## src/rtl/dac_seq_pkg.sv

```systemverilog
package dac_seq_pkg;
  localparam int ADDR_W     = 7;
  localparam int DATA_W     = 9;
  localparam int VOL_W      = DATA_W - 1;
  localparam int PAIR_W     = 2;
  localparam int NUM_PAIRS  = 3;
  localparam int SCRIPT_LEN = 13;
  localparam int SIDX_W     = $clog2(SCRIPT_LEN);

  localparam logic [ADDR_W-1:0] REG_FULL_RST = 7'h1F;
  localparam logic [ADDR_W-1:0] REG_CLK_RAT  = 7'h0A;
  localparam logic [DATA_W-1:0] CLK_RAT_256  = 9'h080;
  localparam logic [DATA_W-1:0] CLK_RAT_128  = 9'h000;

  typedef struct packed {
    logic [ADDR_W-1:0] addr;
    logic [DATA_W-1:0] data;
  } dac_wr_t;

  typedef enum logic [2:0] {
    ST_RESET, ST_HOLD, ST_SCRIPT, ST_IDLE, ST_CMD
  } seq_state_e;

  function automatic logic [ADDR_W-1:0] pair_reg(input logic [PAIR_W-1:0] pair,
                                                 input logic odd);
    logic [ADDR_W-1:0] base;
    case (pair)
      2'd0:    base = 7'h00;
      2'd1:    base = 7'h04;
      default: base = 7'h06;
    endcase
    return base | {{(ADDR_W-1){1'b0}}, odd};
  endfunction

  // steps 0..5 mute the pairs; 6.. load format, clock, phase, assign
  function automatic dac_wr_t script_step(input logic [SIDX_W-1:0] idx);
    dac_wr_t w;
    if (idx < SIDX_W'(2*NUM_PAIRS)) begin
      w.addr = pair_reg(idx[2:1], idx[0]);
      w.data = idx[0] ? 9'h100 : 9'h000;
    end else begin
      case (idx)
        4'd6:    w = '{addr: 7'h03, data: 9'h022};
        4'd7:    w = '{addr: REG_CLK_RAT, data: CLK_RAT_256};
        4'd8:    w = '{addr: 7'h12, data: 9'h000};
        4'd9:    w = '{addr: 7'h15, data: 9'h000};
        4'd10:   w = '{addr: 7'h09, data: 9'h000};
        4'd11:   w = '{addr: 7'h02, data: 9'h124};
        default: w = '{addr: 7'h02, data: 9'h120};
      endcase
    end
    return w;
  endfunction
endpackage

```

## src/rtl/dac_us_timer.sv

```systemverilog
module dac_us_timer #(
  parameter int CLK_PER_US = 200,
  parameter int WAIT_US    = 10
) (
  input  logic clk_i,
  input  logic rst_ni,
  input  logic clr_i,
  input  logic run_i,
  output logic done_o
);
  localparam int PW   = (CLK_PER_US > 1) ? $clog2(CLK_PER_US) : 1;
  localparam int UW   = (WAIT_US > 1) ? $clog2(WAIT_US) : 1;
  localparam int SPAN = CLK_PER_US * WAIT_US;
  localparam int SW   = $clog2(SPAN + 1);

  logic [PW-1:0] pre_q;
  logic [UW-1:0] us_q;
  logic          tick;

  assign tick   = (pre_q == PW'(CLK_PER_US - 1));
  assign done_o = run_i && tick && (us_q == UW'(WAIT_US - 1));

  always_ff @(posedge clk_i or negedge rst_ni) begin
    if (!rst_ni) begin
      pre_q <= '0;
      us_q  <= '0;
    end else if (clr_i) begin
      pre_q <= '0;
      us_q  <= '0;
    end else if (run_i) begin
      pre_q <= tick ? '0 : pre_q + 1'b1;
      if (tick) us_q <= us_q + 1'b1;
    end
  end

  // independent cycle count since clear
  logic [SW-1:0] span_q;
  always_ff @(posedge clk_i or negedge rst_ni) begin
    if (!rst_ni)                                   span_q <= '0;
    else if (clr_i)                                span_q <= '0;
    else if (run_i && span_q != SW'(SPAN))         span_q <= span_q + 1'b1;
  end

  a_r2_wait_span: assert property (@(posedge clk_i) disable iff (!rst_ni)
    done_o |-> span_q == SW'(SPAN - 1));
endmodule

```

## src/rtl/dac_cmd_unit.sv

```systemverilog
module dac_cmd_unit
  import dac_seq_pkg::*;
#(
  parameter int RATE_W  = 18,
  parameter int FAST_HZ = 96000
) (
  input  logic                 clk_i,
  input  logic                 rst_ni,
  input  logic                 accept_i,
  input  logic                 is_rate_i,
  input  logic [PAIR_W-1:0]    pair_i,
  input  logic [VOL_W-1:0]     left_i,
  input  logic [VOL_W-1:0]     right_i,
  input  logic [RATE_W-1:0]    rate_i,
  input  logic                 adv_i,
  output logic                 takes_o,
  output dac_wr_t              wr_o,
  output logic                 last_o
);
  logic              busy_q, rate_q, fast_q, step_q;
  logic [PAIR_W-1:0] pair_q;
  logic [VOL_W-1:0]  left_q, right_q;

  assign takes_o = is_rate_i || (pair_i < PAIR_W'(NUM_PAIRS));
  assign last_o  = rate_q || step_q;

  always_ff @(posedge clk_i or negedge rst_ni) begin
    if (!rst_ni) begin
      busy_q  <= 1'b0;
      rate_q  <= 1'b0;
      fast_q  <= 1'b0;
      step_q  <= 1'b0;
      pair_q  <= '0;
      left_q  <= '0;
      right_q <= '0;
    end else if (accept_i) begin
      busy_q  <= takes_o;
      rate_q  <= is_rate_i;
      fast_q  <= rate_i > RATE_W'(FAST_HZ);
      step_q  <= 1'b0;
      pair_q  <= pair_i;
      left_q  <= left_i;
      right_q <= right_i;
    end else if (adv_i && busy_q) begin
      if (last_o) busy_q <= 1'b0;
      else        step_q <= 1'b1;
    end
  end

  always_comb begin
    if (rate_q) begin
      wr_o.addr = REG_CLK_RAT;
      wr_o.data = fast_q ? CLK_RAT_128 : CLK_RAT_256;
    end else begin
      wr_o.addr = pair_reg(pair_q, step_q);
      wr_o.data = step_q ? {1'b1, right_q} : {1'b0, left_q};
    end
  end

  a_r6_bad_pair_idle: assert property (@(posedge clk_i) disable iff (!rst_ni)
    (accept_i && !is_rate_i && pair_i >= PAIR_W'(NUM_PAIRS)) |=> !busy_q);
  a_r5_left_first: assert property (@(posedge clk_i) disable iff (!rst_ni)
    (accept_i && !is_rate_i) |=> !step_q);
endmodule

```

## src/rtl/dac_setup_seq.sv

```systemverilog
module dac_setup_seq
  import dac_seq_pkg::*;
#(
  parameter int CLK_PER_US = 200,
  parameter int WAIT_US    = 10,
  parameter int RATE_W     = 18,
  parameter int FAST_HZ    = 96000
) (
  input  logic              clk_i,
  input  logic              rst_ni,
  input  logic              cmd_valid_i,
  output logic              cmd_ready_o,
  input  logic              cmd_is_rate_i,
  input  logic [1:0]        cmd_pair_i,
  input  logic [7:0]        cmd_left_i,
  input  logic [7:0]        cmd_right_i,
  input  logic [RATE_W-1:0] cmd_rate_i,
  output logic              wr_valid_o,
  input  logic              wr_ready_i,
  output logic [6:0]        wr_addr_o,
  output logic [8:0]        wr_data_o
);
  seq_state_e        state_q;
  logic [SIDX_W-1:0] sidx_q;
  logic              wr_fire, cmd_fire, hold_done, cmd_takes, cmd_last;
  dac_wr_t           cmd_wr, cur_wr;

  assign wr_fire     = wr_valid_o && wr_ready_i;
  assign cmd_ready_o = (state_q == ST_IDLE);
  assign cmd_fire    = cmd_valid_i && cmd_ready_o;

  dac_us_timer #(.CLK_PER_US(CLK_PER_US), .WAIT_US(WAIT_US)) u_timer (
    .clk_i  (clk_i),
    .rst_ni (rst_ni),
    .clr_i  (state_q == ST_RESET && wr_fire),
    .run_i  (state_q == ST_HOLD),
    .done_o (hold_done)
  );

  dac_cmd_unit #(.RATE_W(RATE_W), .FAST_HZ(FAST_HZ)) u_cmd (
    .clk_i     (clk_i),
    .rst_ni    (rst_ni),
    .accept_i  (cmd_fire),
    .is_rate_i (cmd_is_rate_i),
    .pair_i    (cmd_pair_i),
    .left_i    (cmd_left_i),
    .right_i   (cmd_right_i),
    .rate_i    (cmd_rate_i),
    .adv_i     (state_q == ST_CMD && wr_fire),
    .takes_o   (cmd_takes),
    .wr_o      (cmd_wr),
    .last_o    (cmd_last)
  );

  always_comb begin
    wr_valid_o = 1'b0;
    cur_wr     = cmd_wr;
    case (state_q)
      ST_RESET:  begin wr_valid_o = 1'b1; cur_wr = '{addr: REG_FULL_RST, data: '0}; end
      ST_SCRIPT: begin wr_valid_o = 1'b1; cur_wr = script_step(sidx_q); end
      ST_CMD:    wr_valid_o = 1'b1;
      default:   ;
    endcase
  end

  assign wr_addr_o = cur_wr.addr;
  assign wr_data_o = cur_wr.data;

  always_ff @(posedge clk_i or negedge rst_ni) begin
    if (!rst_ni) begin
      state_q <= ST_RESET;
      sidx_q  <= '0;
    end else begin
      case (state_q)
        ST_RESET:  if (wr_fire) state_q <= ST_HOLD;
        ST_HOLD:   if (hold_done) begin
                     state_q <= ST_SCRIPT;
                     sidx_q  <= '0;
                   end
        ST_SCRIPT: if (wr_fire) begin
                     if (sidx_q == SIDX_W'(SCRIPT_LEN - 1)) state_q <= ST_IDLE;
                     else sidx_q <= sidx_q + 1'b1;
                   end
        ST_IDLE:   if (cmd_fire && cmd_takes) state_q <= ST_CMD;
        ST_CMD:    if (wr_fire && cmd_last) state_q <= ST_IDLE;
        default:   state_q <= ST_RESET;
      endcase
    end
  end

  a_r8_hold_write: assert property (@(posedge clk_i) disable iff (!rst_ni)
    (wr_valid_o && !wr_ready_i) |=> (wr_valid_o && $stable(wr_addr_o) && $stable(wr_data_o)));
  a_r4_ready_exclusive: assert property (@(posedge clk_i) disable iff (!rst_ni)
    cmd_ready_o |-> !wr_valid_o);
  a_r5_update_flag: assert property (@(posedge clk_i) disable iff (!rst_ni)
    (wr_valid_o && wr_addr_o inside {7'h01, 7'h05, 7'h07}) |-> wr_data_o[8]);
  a_r1_reset_first: assert property (@(posedge clk_i) disable iff (!rst_ni)
    (state_q == ST_RESET) |-> (wr_valid_o && wr_addr_o == 7'h1F && !cmd_ready_o));
endmodule

```

## config.mk

```make
export PLATFORM = sky130hd
export DESIGN_NAME = dac_setup_seq
export DESIGN_NICKNAME = d
export VERILOG_FILES = /design/src/rtl/dac_seq_pkg.sv /design/src/rtl/dac_us_timer.sv /design/src/rtl/dac_cmd_unit.sv /design/src/rtl/dac_setup_seq.sv
export SDC_FILE = /design/constraint.sdc
export NUM_CORES = 1
export LEC_CHECK = 0
export BUFFER_PORTS_ARGS = -buffer_cell sky130_fd_sc_hd__buf_2
export CORE_ASPECT_RATIO = 0.5
export CORE_UTILIZATION = 54
export CTS_CLUSTER_DIAMETER = 200
export DETAILED_ROUTE_END_ITERATION = 10
export GPL_ROUTABILITY_DRIVEN = 1
export GPL_TIMING_DRIVEN = 1
export PLACE_DENSITY = 0.84
export SLEW_MARGIN = 5
export SYNTH_ARGS = -nofsm -noshare
export SYNTH_HDL_FRONTEND = slang
export SYNTH_SLANG_ARGS = --single-unit
```

## constraint.sdc

```tcl
create_clock -name clk_i -period 2.16 [get_ports clk_i]
set_input_delay 0.324 -clock clk_i [delete_from_list [all_inputs] [get_ports clk_i]]
set_output_delay 0.324 -clock clk_i [all_outputs]
set_load 0.005 [all_outputs]
```

==> flow_metrics.env, run 1 <==
export IMPL_status="completed"
export IMPL_grt_overflow=0
export IMPL_post_synth_cell_area_avg_um2=9.90
export IMPL_critPathBufInv=2
export IMPL_async_flop_share_pct=100
export IMPL_root_buffer="clkbuf_8"
export IMPL_cp_data_arrival_time_ps=1830
export IMPL_numCtsBuffers=5
export IMPL_avgViaCountPerCell=6.09
export IMPL_worstPathMaxFanout=5
export IMPL_grt_first_pass_wirelength_um=9760
export IMPL_place_congestion=0.993
export IMPL_num_vias=2264
export IMPL_yosysTopAreaCellShare_pct=40.6
export IMPL_max_freq_ghz=0.464
export IMPL_cpLargestDelayFamily="flip-flops"
export IMPL_syn_cell_area_um2=2520
export IMPL_tns_ps=0
export IMPL_grt_max_degree=42
export IMPL_drc_errors=0
export IMPL_drtIter0Drc=173
export IMPL_intPower_mw=1.43
export IMPL_row_count=17
export IMPL_tightest_slew_ps=931
export IMPL_dieArea_um2=4970
export IMPL_ioPinCount=59
export IMPL_synth_ff_type="dfrtp_1"
export IMPL_antenna_cells=0
export IMPL_dpl_hpwl_um=4230
export IMPL_fin_util_pct=68.7
export IMPL_regToRegSetupSlack_ps=200
export IMPL_start_util_pct=56.8
export IMPL_p_sw_share_pct=26.4
export IMPL_die_h_um=50.4
export IMPL_p_leak_nw=1.48
export IMPL_ir_drop_mv=0.429
export IMPL_period_minus_slack_ps=2150
export IMPL_ys_seq_area_share_pct=40.6
export IMPL_synth_edff_count=0
export IMPL_setup_viol=0
export IMPL_dp_cells=361
export IMPL_cp_slowest_cell="dfrtp_2"
export IMPL_synthTopCellsByArea="dfrtp_1 (41%), mux2_2 (9.4%), ha_1 (3.5%)"
export IMPL_coreArea_um2=4450
export IMPL_synthDistinctLibCells=60
export IMPL_ant_nets=0
export IMPL_clk_latency_ps=300
export IMPL_yosysTopAreaCell="dfrtp_1"
export IMPL_antenna_found_initial=0
export IMPL_slowest_delay_ps=400
export IMPL_cp_end_kind="primary output"
export IMPL_finalNonFillerCells=372
export IMPL_route_detailed_wl_per_inst_um=16.6
export IMPL_skew_ps=4.93
export IMPL_yosys_warnings=0
export IMPL_yosysMostFrequentCell="dfrtp_1"
export IMPL_ys_seq_elements=41
export IMPL_rsz0062_at_grt="yes"
export IMPL_worstSetupPathType="register to primary output"
export IMPL_grt_usage_pct=25.4
export IMPL_maxCapViolations=0
export IMPL_max_slew_margin_pct=37.9
export IMPL_cts_sinks=41
export IMPL_critPathRequiredTime_ps=1840
export IMPL_cts_tree="yes"
export IMPL_crit_chain="inv_1, ha_2, mux2_2, a221o_1, nand2_1, o31ai_1, buf_2"
export IMPL_netlist_instances=255
export IMPL_power_frac_clock_pct=39.3
export IMPL_grt_pass1_vias=2113
export IMPL_clk_pin_slew_ps=90
export IMPL_nets=362
export IMPL_slew_violations=0
export IMPL_htree_levels=2
export IMPL_p_seq_share_pct=47.7
export IMPL_drive_gt1_share_pct=36.8
export IMPL_finalWirelength_um=6160
export IMPL_holdCritPathClass="input pin to asynchronous set/reset pin"
export IMPL_start_kind="register"
export IMPL_area_delta_synth_final_pct=20.9
export IMPL_switchingPower_mw=0.512
export IMPL_power_frac_comb_pct=13.1
export IMPL_post_route_period_util_pct=99.7
export IMPL_clockBufferDepth=2
export IMPL_synth_common_cells="dfrtp_1 (41), mux2_2 (21), nor2_1 (20)"
export IMPL_fp_dieW_um=98.7
export IMPL_numPortBuffers=56
export IMPL_hold_viol_final=0
export IMPL_powerDensity_nw_per_um2=635
export IMPL_dr_pass1_iters=4
what timing repair did:
action | CTS | global route
buffers inserted | 3 | 0
cloned | 0 | 0
pin swaps | 0 | 1
hold buffers | 0 | 0
endpoints found under the setup margin | 4 | 6
resized for setup | 5 | 5
kinds of logic after synthesis:
| logic type | after synthesis | synth area share [%] |
|---|---|---|
| simple gates | 87 | 19.9 |
| compound gates | 57 | 16.8 |
| flops | 41 | 40.6 |
| mux | 28 | 12.1 |
| buf+inv | 27 | 4.51 |
| fa+ha+maj | 7 | 3.47 |
| xor+xnor | 7 | 2.43 |
| other cells | 1 | 0.149 |
layer usage:
layer,share of wire [%],up-vias,global-route usage (%),routed length [um]
li1,-,1057,-,-
met1,42,1104,29.1,2610
met2,51,84,47.5,3120
met3,5.1,19,5.15,314
met4,2.0,0,10.4,121
met5,0,-,0,0
layout make-up:
| type | count | area [um^2] |
|---|---|---|
| repair buffers | 69 | 382 |
| clock inverters | 3 | 68.8 |
| inverters | 9 | 33.8 |
| clock buffers | 5 | 68.8 |
| flip-flops and latches | 41 | 1030 |
| well taps | 57 | 71.3 |
| fillers | 303 | 1390 |
| multi-input cells | 188 | 1400 |
worst register-to-register path: stages (launching register included):
cell and delay (ps):
dfrtp_1 420, or4b_4 610, nor4b_4 420, o22ai_1 180, a32o_1 230
cells in the final DEF, fill, tap and decap left out, types with 5 or more instances in the layout:
cell type and n:
a21oi_1 11, buf_2 56, buf_4 12, clkbuf_8 5
dfrtp_1 38, inv_1 9, mux2_2 21, mux2i_1 7
nand2_1 16, nand3_1 12, nand4_1 5, nor2_1 20
o21ai_0 8, xnor2_1 5
state kept, by name, indices dropped and copies added (netlist names):
name / flops
u_cmd.step_q: 1
u_cmd.left_q: 8
sidx_q: 4
state_q: 3
u_timer.us_q: 4
u_timer.pre_q: 8
u_cmd.pair_q: 2
u_cmd.fast_q: 1
u_cmd.busy_q: 1
u_cmd.right_q: 8
u_cmd.rate_q: 1
stage by stage:
step	cell area (um^2)	worst slack [ps]	total power [mW]	hold slack, ps
6_report	3050	6.81	1.94	158
5_1_grt	3050	-56.7	2.02	229
4_1_cts	3040	13.1	1.94	192
3_5_place_dp	2880	205	1.19	496
3_3_place_gp	2880	275	1.16	484
2_1_floorplan	2530	251	1.09	28.4
power groups by stage:
stage | Combinational (mW) | Sequential, mW | Clock (mW)
2_1_floorplan | 0.170 | 0.917 | 0
3_3_place_gp | 0.237 | 0.926 | 0
3_5_place_dp | 0.254 | 0.936 | 0
4_1_cts | 0.257 | 0.920 | 0.762
5_1_grt | 0.288 | 0.938 | 0.796
6_report | 0.254 | 0.924 | 0.761
final timing paths:
| check | startpoint | endpoint | cells past startpoint |
|---|---|---|---|
| max in group asynchronous | rst_ni | sidx_q[0]$_DFFE_PN0P_ | 1 |
| setup reg to reg | u_timer.pre_q[5]$_DFFE_PN0P_ | sidx_q[1]$_DFFE_PN0P_ | 4 |
| hold / removal | rst_ni | u_cmd.right_q[5]$_DFFE_PN0P_ | 1 |
| setup / recovery | sidx_q[1]$_DFFE_PN0P_ | wr_addr_o[2] | 7 |
| hold reg to reg | u_cmd.right_q[0]$_DFFE_PN0P_ | u_cmd.right_q[0]$_DFFE_PN0P_ | 1 |
| min in group clk_i | cmd_right_i[1] | u_cmd.right_q[1]$_DFFE_PN0P_ | 2 |
(Power assumes the default switching activity.)
==> run 2: changes to the inputs <==
--- a/config.mk
+++ b/config.mk
@@ -5,7 +5,9 @@
 export SDC_FILE = /design/constraint.sdc
 export NUM_CORES = 1
 export LEC_CHECK = 0
+export ABC_AREA = 1
 export BUFFER_PORTS_ARGS = -buffer_cell sky130_fd_sc_hd__buf_2
+export CAP_MARGIN = 25
 export CORE_ASPECT_RATIO = 0.5
 export CORE_UTILIZATION = 54
 export CTS_CLUSTER_DIAMETER = 200
==> run 2 against run 1 <==
Highest routed layer unchanged; clock skew hardly changed; clock power fell by 26%; sequential share of layout area up 0.28 points; non-clock buffer count down 8; critical path depth unchanged; the flow now finishes with violations (design-rule violations).
==> flow_metrics.env, run 2 <==
export IMPL_slew_violations=0
export IMPL_cts_tree="yes"
export IMPL_post_synth_cell_area_avg_um2=7.21
export IMPL_antenna_found_initial=0
export IMPL_cp_slowest_cell="dfrtp_1"
export IMPL_clk_latency_ps=300
export IMPL_cts_hold_buf=0
export IMPL_reg_largest_list="u_cmd.left_q: 8 flops, u_cmd.right_q: 8 flops, u_timer.pre_q: 8 flops"
export IMPL_tightest_slew_ps=898
export IMPL_intPower_mw=2.04
export IMPL_power_frac_clock_pct=15.4
export IMPL_ant_nets=0
export IMPL_period_minus_slack_ps=2110
export IMPL_ioPinCount=59
export IMPL_place_congestion=0.884
export IMPL_post_route_period_util_pct=97.9
export IMPL_max_freq_ghz=0.473
export IMPL_clk_pin_slew_ps=80
export IMPL_p_seq_share_pct=36.5
export IMPL_synth_common_cells="nand2_1 (131), dfrtp_1 (41), inv_1 (33), nor2_1 (33), nand3_1 (22)"
export IMPL_finalNonFillerCells=468
export IMPL_antenna_cells=0
export IMPL_status="finished, violations left"
export IMPL_route_detailed_wl_per_inst_um=13.2
export IMPL_clockBufferDepth=2
export IMPL_num_vias=2543
export IMPL_worstPathMaxFanout=4
export IMPL_worstSetupPathType="register to primary output"
export IMPL_holdCritPathClass="input pin to asynchronous set/reset pin"
export IMPL_violations="design-rule violations"
export IMPL_switchingPower_mw=1.59
export IMPL_hold_viol_final=0
export IMPL_reg2reg_depth=7
export IMPL_skew_ps=5.11
export IMPL_async_flop_share_pct=100
export IMPL_tns_ps=0
export IMPL_numCtsBuffers=5
export IMPL_netlist_instances=348
export IMPL_power_frac_comb_pct=48.0
export IMPL_fin_util_pct=68.6
export IMPL_maxCapViolations=0
export IMPL_regToRegStartpoint="state_q[2]$_DFFE_PN0P_"
export IMPL_fp_dieW_um=98.4
export IMPL_critPathRequiredTime_ps=1840
export IMPL_start_util_pct=56.7
export IMPL_drive_gt1_share_pct=25.5
export IMPL_drc_errors=5
export IMPL_critPathBufInv=3
export IMPL_p_leak_nw=1.63
export IMPL_yosysTopAreaCellShare_pct=40.9
export IMPL_nets=458
export IMPL_dp_cells=456
export IMPL_slowest_delay_ps=430
export IMPL_grt_max_degree=42
export IMPL_hold_slack_ps=140
export IMPL_grt_overflow=0
export IMPL_dpl_hpwl_um=4550
export IMPL_syn_cell_area_um2=2510
export IMPL_layout_common_cells="nand2_1 (129), buf_2 (56), dfrtp_1 (36)"
export IMPL_area_delta_synth_final_pct=20.9
export IMPL_powerDensity_nw_per_um2=1190
export IMPL_synth_ff_type="dfrtp_1"
export IMPL_grt_pass1_vias=2491
export IMPL_ys_seq_elements=41
export IMPL_yosysTopAreaCell="dfrtp_1"
export IMPL_synthTopCellsByArea="dfrtp_1 (41%), nand2_1 (20%), inv_1 (4.9%)"
export IMPL_final_common_cell="nand2_1"
export IMPL_yosysMostFrequentCell="nand2_1"
export IMPL_ys_seq_area_share_pct=40.9
export IMPL_ir_drop_mv=0.453
export IMPL_dr_pass1_iters=7
export IMPL_setup_viol=0
export IMPL_rsz0062_at_grt="yes"
export IMPL_synthDistinctLibCells=33
export IMPL_total_power_mw=3.63
export IMPL_cts_sinks=41
export IMPL_avgViaCountPerCell=5.43
export IMPL_cp_data_arrival_time_ps=1790
export IMPL_row_count=17
export IMPL_drtIter0Drc=212
export IMPL_finalWirelength_um=6180
export IMPL_r2r_end="u_cmd.busy_q$_DFFE_PN0P_"
export IMPL_yosys_warnings=0
export IMPL_crit_chain="buf_6, ha_4, o21ai_2, inv_1, o31ai_2, nand3_1, buf_2"
export IMPL_max_slew_margin_pct=40.2
export IMPL_dieArea_um2=4940
export IMPL_htree_levels=2
export IMPL_start_kind="register"
export IMPL_grt_usage_pct=26.1
export IMPL_p_sw_share_pct=43.8
export IMPL_cpLargestDelayFamily="flip-flops"
export IMPL_grt_first_pass_wirelength_um=10200
export IMPL_root_buffer="clkbuf_8"
export IMPL_coreArea_um2=4420
export IMPL_cp_end_kind="primary output"
export IMPL_synth_edff_count=0
export IMPL_regToRegSetupSlack_ps=460
export IMPL_die_h_um=50.2
export IMPL_numPortBuffers=56
[run 2: cell count changes in the layout (fill, tap and decap cells not counted), moves of 5 or more]
| cell | change |
|---|---|
| nand2_1 | +113 |
| inv_1 | +22 |
| mux2_2 | -21 |
| nand3_1 | +10 |
| nor2_1 | +10 |
| buf_4 | -8 |
| nand4_1 | +8 |
| mux2i_1 | -6 |
| nand2_2 | +5 |
[run 2: timing repair]
action / 4_1_cts / 5_1_grt
resized for setup: 3 / 23
endpoints found under the setup margin: 6 / 14
pin swaps: 0 / 5
setup buffers: 1 / 3
[run 2: cell families (layout without fill, tap and decap cells)]
kind of cell | Yosys count | in the layout | share of synthesized area (%)
adders and majority gates | 7 | 7 | 3.49
DFF | 41 | 41 | 40.9
xor gates and xnor gates | 5 | 5 | 1.75
other | 1 | 2 | 0.149
muxes | 1 | 1 | 0.399
AOI/OAI and AO/OA | 34 | 34 | 8.62
and+or+nand+nor | 215 | 215 | 37.3
buffers and inverters | 44 | 106 | 7.43
[run 2: routing by layer]
layer | GRT usage, % | share of wire (%)
met5 | 0 | 0
met4 | 14.7 | 3.0
met3 | 5.29 | 5.3
met2 | 48.2 | 50
met1 | 28.9 | 42
[run 2: per-stage QoR]
| step | area [um^2] | setup WS, ps |
|---|---|---|
| 3_3_place_gp | 2830 | 375 |
| 5_1_grt | 3040 | -42.5 |
| 4_1_cts | 2950 | -14.9 |
| 3_5_place_dp | 2830 | 205 |
| 6_report | 3040 | 45.2 |
| 2_1_floorplan | 2510 | 569 |
[run 2: cell type report]
class	count	area (um^2)
inverters	37	146
repair buffers	61	322
fillers	342	1390
multi-input cells	264	1360
clock buffers	7	96.3
well taps	57	71.3
clock inverters	1	5.00
flip-flops and latches	41	1030
[run 2: worst max-delay path by stage]
stage / cells past startpoint / slack [ps] / to / from
floorplan: 6 / 570 / wr_addr_o[0] / sidx_q[0]$_DFFE_PN0P_
global placement: 7 / 370 / wr_addr_o[0] / sidx_q[0]$_DFFE_PN0P_
detailed placement: 7 / 200 / wr_addr_o[0] / sidx_q[0]$_DFFE_PN0P_
CTS: 7 / -10 / wr_addr_o[0] / sidx_q[0]$_DFFE_PN0P_
global route: 10 / -40 / wr_data_o[5] / sidx_q[3]$_DFFE_PN0P_
finish: 7 / 50 / wr_addr_o[0] / sidx_q[0]$_DFFE_PN0P_
[run 2: power by group through the flow]
| stage | Clock [mW] | Combinational, mW | Sequential (mW) |
|---|---|---|---|
| global placement | 0 | 1.56 | 1.30 |
| global route | 0.592 | 1.96 | 1.36 |
| floorplan | 0 | 1.16 | 1.25 |
| detailed placement | 0 | 1.62 | 1.32 |
| CTS | 0.567 | 1.67 | 1.30 |
| finish | 0.560 | 1.74 | 1.32 |
